`src/rtl/arb_pkg.sv`:
```
package arb_pkg;
  typedef enum logic [2:0] {
    ST_IDLE = 3'd0,  // not contending
    ST_ASK  = 3'd1,  // request and priority line pulled, awaiting grant
    ST_WON  = 3'd2,  // winner latched, awaiting end of current transfer
    ST_LOST = 3'd3,  // lost, holding lines until acknowledge appears
    ST_OWN  = 3'd4   // owns the bus
  } arb_state_e;
endpackage

```
`src/rtl/arb_prio_net.sv`:
```
// Priority network: this card wins when its own line is pulled low and
// no line of higher number is pulled low.
module arb_prio_net #(
  parameter int NUM_LINES = 7,
  parameter int MY_LEVEL  = 4
) (
  input  logic [NUM_LINES-1:0] dp_n_i,
  output logic                 mine_o
);
  localparam int MY_IDX = MY_LEVEL - 1;

  logic [NUM_LINES-1:0] above_mask;

  for (genvar g = 0; g < NUM_LINES; g++) begin : g_mask
    if (g > MY_IDX) begin : g_hi
      assign above_mask[g] = 1'b1;
    end else begin : g_lo
      assign above_mask[g] = 1'b0;
    end
  end

  logic higher_busy;
  assign higher_busy = |(~dp_n_i & above_mask);
  assign mine_o      = ~dp_n_i[MY_IDX] & ~higher_busy;
endmodule

```
`src/rtl/arb_fsm.sv`:
```
module arb_fsm
  import arb_pkg::*;
(
  input  logic clk,
  input  logic rst_n,
  input  logic req_i,
  input  logic mine_i,
  input  logic br_n_i,
  input  logic bg_n_i,
  input  logic bgack_n_i,
  input  logic as_n_i,
  input  logic dtack_n_i,
  output logic br_n_o,
  output logic dp_n_o,
  output logic bgack_n_o,
  output logic drv_en_o,
  output logic proceed_o
);
  arb_state_e state_q, state_d;
  logic       state_en;
  logic       bus_quiet, xfer_done, requesting, owning;

  assign bus_quiet = br_n_i & bg_n_i & bgack_n_i;
  assign xfer_done = as_n_i & dtack_n_i;

  // next-state logic
  always_comb begin
    state_d = state_q;
    unique case (state_q)
      ST_IDLE: if (req_i && bus_quiet) state_d = ST_ASK;
      ST_ASK: begin
        if (!bgack_n_i)   state_d = ST_IDLE;
        else if (!bg_n_i) state_d = mine_i ? ST_WON : ST_LOST;
      end
      ST_WON: begin
        if (!bgack_n_i)     state_d = ST_IDLE;
        else if (xfer_done) state_d = ST_OWN;
      end
      ST_LOST: if (!bgack_n_i) state_d = ST_IDLE;
      ST_OWN:  if (!req_i && dtack_n_i) state_d = ST_IDLE;
      default: state_d = ST_IDLE;
    endcase
  end

  assign state_en = (state_d != state_q);

  // state register
  always_ff @(posedge clk or negedge rst_n) begin
    if (!rst_n)        state_q <= ST_IDLE;
    else if (state_en) state_q <= state_d;
  end

  // Moore output decode
  assign requesting = (state_q == ST_ASK) || (state_q == ST_WON) ||
                      (state_q == ST_LOST);
  assign owning     = (state_q == ST_OWN);

  assign br_n_o    = ~requesting;
  assign dp_n_o    = ~requesting;
  assign bgack_n_o = ~owning;
  assign drv_en_o  = owning;
  assign proceed_o = owning;
endmodule

```
`src/rtl/arb_unit.sv`:
```
module arb_unit #(
  parameter int NUM_LINES = 7,
  parameter int MY_LEVEL  = 4
) (
  input  logic                 clk,
  input  logic                 rst_n,
  input  logic                 req_i,
  output logic                 proceed_o,
  input  logic                 br_n_i,
  output logic                 br_n_o,
  input  logic                 bg_n_i,
  input  logic                 bgack_n_i,
  output logic                 bgack_n_o,
  input  logic                 as_n_i,
  input  logic                 dtack_n_i,
  input  logic [NUM_LINES-1:0] dp_n_i,
  output logic                 dp_n_o,
  output logic                 drv_en_o
);
  logic mine;

  arb_prio_net #(.NUM_LINES(NUM_LINES), .MY_LEVEL(MY_LEVEL)) i_prio (
    .dp_n_i (dp_n_i),
    .mine_o (mine)
  );

  arb_fsm i_fsm (
    .clk       (clk),
    .rst_n     (rst_n),
    .req_i     (req_i),
    .mine_i    (mine),
    .br_n_i    (br_n_i),
    .bg_n_i    (bg_n_i),
    .bgack_n_i (bgack_n_i),
    .as_n_i    (as_n_i),
    .dtack_n_i (dtack_n_i),
    .br_n_o    (br_n_o),
    .dp_n_o    (dp_n_o),
    .bgack_n_o (bgack_n_o),
    .drv_en_o  (drv_en_o),
    .proceed_o (proceed_o)
  );
endmodule

```
`config.mk`:
```
export PLATFORM = sky130hd
export DESIGN_NAME = arb_unit
export DESIGN_NICKNAME = d
export VERILOG_FILES = /design/src/rtl/arb_pkg.sv /design/src/rtl/arb_prio_net.sv /design/src/rtl/arb_fsm.sv /design/src/rtl/arb_unit.sv
export SDC_FILE = /design/constraint.sdc
export NUM_CORES = 1
export LEC_CHECK = 0
export ABC_AREA = 1
export ABC_CLOCK_PERIOD_IN_PS = 1850
export BUFFER_PORTS_ARGS = -buffer_cell sky130_fd_sc_hd__buf_2
export CELL_PAD_IN_SITES_DETAIL_PLACEMENT = 1
export CELL_PAD_IN_SITES_GLOBAL_PLACEMENT = 2
export CORE_MARGIN = 5
export CORE_UTILIZATION = 17
export CTS_BUF_LIST = sky130_fd_sc_hd__clkbuf_8
export DETAILED_ROUTE_END_ITERATION = 12
export GPL_ROUTABILITY_DRIVEN = 0
export PLACE_DENSITY = 0.77
export SYNTH_ARGS = -nofsm -noshare
export SYNTH_HDL_FRONTEND = slang
export SYNTH_SLANG_ARGS = --single-unit
```
`constraint.sdc`:
```
create_clock -name clk -period 1.85 [get_ports clk]
set_clock_uncertainty 0.15 [all_clocks]
set_input_delay 0.0925 -clock clk [delete_from_list [all_inputs] [get_ports clk]]
set_output_delay 0.0925 -clock clk [all_outputs]
set_load 0.02 [all_outputs]
```
==> results.yml <==
timing:
  finalHoldViolCount: 0
  drv_slew: 0
  setup_viol: 0
  timing.hold.ws_ps: 31.5
  slew_headroom: 0.865
  worst_slew_pin_slew_ps: 201
  max_freq_mhz: 739
  min_period_over_period: 0.732
  tns_ps: 0
  worst_slack_ps: 497
  min_period_ps: 1350
  rsz0062_at_grt: "false"
clock_network:
  path_clk_slew_ps: 30
  clk_latency_ps: 220
  clock_sinks: 3
  cts_buffers: 3
  cts_htree_levels: 1
  clockBufferDepth: 2
  cts_tree: "yes"
  root_buffer: "clkbuf_8"
  post_cts_buffers: 0
route:
  antenna_left: 0
  firstDrtPassIters: 2
  vias: 249
  drc_errors: 0
  via_per_inst: 3.66
  routed_wl_um: 622
  drtIter0Drc: 2
  wl_per_cell_um: 9.15
yosys:
  ys_types: 13
  yosys_warnings: 0
  synth_area_um2: 221
  netlist_instances: 33
  ys_ff_latch: 3
  syn-num-nets: 48
  ys_seq_area_frac: 0.339
  avgSynthCellArea_um2: 6.71
global_routing:
  grt_usage: 0.0715
  grt-ovfl-total: 0
  antenna_found_initial: 0
  grt_pass1_wl_um: 1020
  grt_pass1_vias: 289
  grt_max_degree: 6
layout:
  fin_area_um2: 370
  final_cell_mix: "16 x buf_2, 10 x nand2_1, 7 x inv_1"
  largest_register_ffs: 3
  multi_input_area_um2: 105
  final_common_cell: "buf_2"
  regArea_um2: 75.1
  layout.nets: 69
  fillCellCount: 170
  area_delta_synth_final_pct: 67.2
  top_regs: "i_fsm.state_q: 3 flops"
  stdcell_count: 68
  antenna_cells: 0
  drive_gt1_frac: 0.434
  top_register: "i_fsm.state_q"
  fin_util: 0.292
power:
  switching_share: 0.219
  cellLeakagePower_nw: 0.212
  power_frac_comb: 0.130
  p_seq_frac: 0.238
  power_mw: 0.291
  peakVddDrop_mv: 0.334
  clock_power_share: 0.631
  p_sw_mw: 0.0637
  p_int_mw: 0.228
  p_per_area_nw_per_um2: 787
place:
  placed_area_um2: 305
  port_buffers: 16
  dp_hpwl_um: 522
  dp_slack_ps: 711
  dp_cells: 62
floorplanning:
  start_util: 0.175
  coreArea_um2: 1270
  die_h_um: 46.1
  die_x_um: 46.1
  die-area_um2: 2120
  rows: 13
  io_pins: 20
worst_hold_path:
  worstHoldStart: "as_n_i"
  hold_depth: 4
  holdPathEnd: "i_fsm.state_q[1]"
  hp-class: "primary input to flip-flop"
worst_setup_path:
  r2r-start: "i_fsm.state_q[2]"
  reg2reg_depth: 3
  path_max_fanout: 5
  rr_endpoint: "i_fsm.state_q[2]"
  start_kind: "flip-flop"
  endpoint_kind: "output pin"
  critPathArrivalTime_ps: 1110
  critical_path_class: "flip-flop to output pin"
  cp_data_required_time_ps: 1610
  r2r_slack_ps: 830
job:
  maxCapViolCount: 0
run_status:
  status: "complete, no violations"
[worst max-delay path, cell delays in order, from the launching register on]
cell     delay (ps)
dfrtp_1         400
nor2_1          150
nand2_1         110
inv_1            70
buf_2           160
[power groups by stage]
stage               clock [mW]  combinational, mW  sequential [mW]
finish                   0.184             0.0379           0.0694
global route             0.198             0.0433           0.0697
CTS                      0.189             0.0388           0.0695
detailed placement           0             0.0353           0.0702
global placement             0             0.0347           0.0701
floorplan                    0             0.0194           0.0698
[area by class of cell]
type,instances,share of cell area
clock buffers,3,0.111
repair buffers,18,0.270
multi-input cells,21,0.284
clock inverters,1,0.0101
inverters,7,0.0709
well taps,15,0.0507
flip-flops and latches,3,0.203
[synthesized netlist by cell type]
cell / n / area share
buf_4: 2 / 0.068
nor2_1: 3 / 0.051
inv_1: 6 / 0.10
a21oi_2: 1 / 0.040
inv_2: 1 / 0.017
nand3_1: 1 / 0.023
nor2_2: 1 / 0.028
o22ai_2: 1 / 0.056
a21boi_1: 1 / 0.034
o21ai_0: 2 / 0.045
or2_1: 1 / 0.028
dfrtp_1: 3 / 0.34
nand2_1: 10 / 0.17
[how the worst max path moves through the flow]
stage	startpoint	to	slack (ps)	depth (start not counted)
2_1_floorplan	i_fsm.state_q[1]	proceed_o	520	4
3_3_place_gp	i_fsm.state_q[1]	proceed_o	720	4
3_5_place_dp	i_fsm.state_q[1]	drv_en_o	710	4
4_1_cts	i_fsm.state_q[1]	drv_en_o	480	4
5_1_grt	i_fsm.state_q[1]	proceed_o	430	4
6_report	i_fsm.state_q[1]	drv_en_o	500	4
[routing by layer]
| metal | vias to the layer above | share of wire | track usage |
|---|---|---|---|
| li1 | 136 | - | - |
| met1 | 100 | 0.37 | 0.0632 |
| met2 | 10 | 0.48 | 0.121 |
| met3 | 3 | 0.11 | 0.0273 |
| met4 | 0 | 0.037 | 0.0682 |
| met5 | - | 0 | 0 |
[cells by family after synthesis]
kind of cell,Yosys count,synth area share
AND/OR/NAND/NOR,16,0.299
buffers and inverters,9,0.186
AO/OA/AOI/OAI,5,0.175
flip-flops,3,0.339
[what timing repair did]
item	CTS	global route
hold buffers	2	0
hold endpoints to repair	4	0
gates resized for setup	0	0
(Power assumes the default switching activity.)
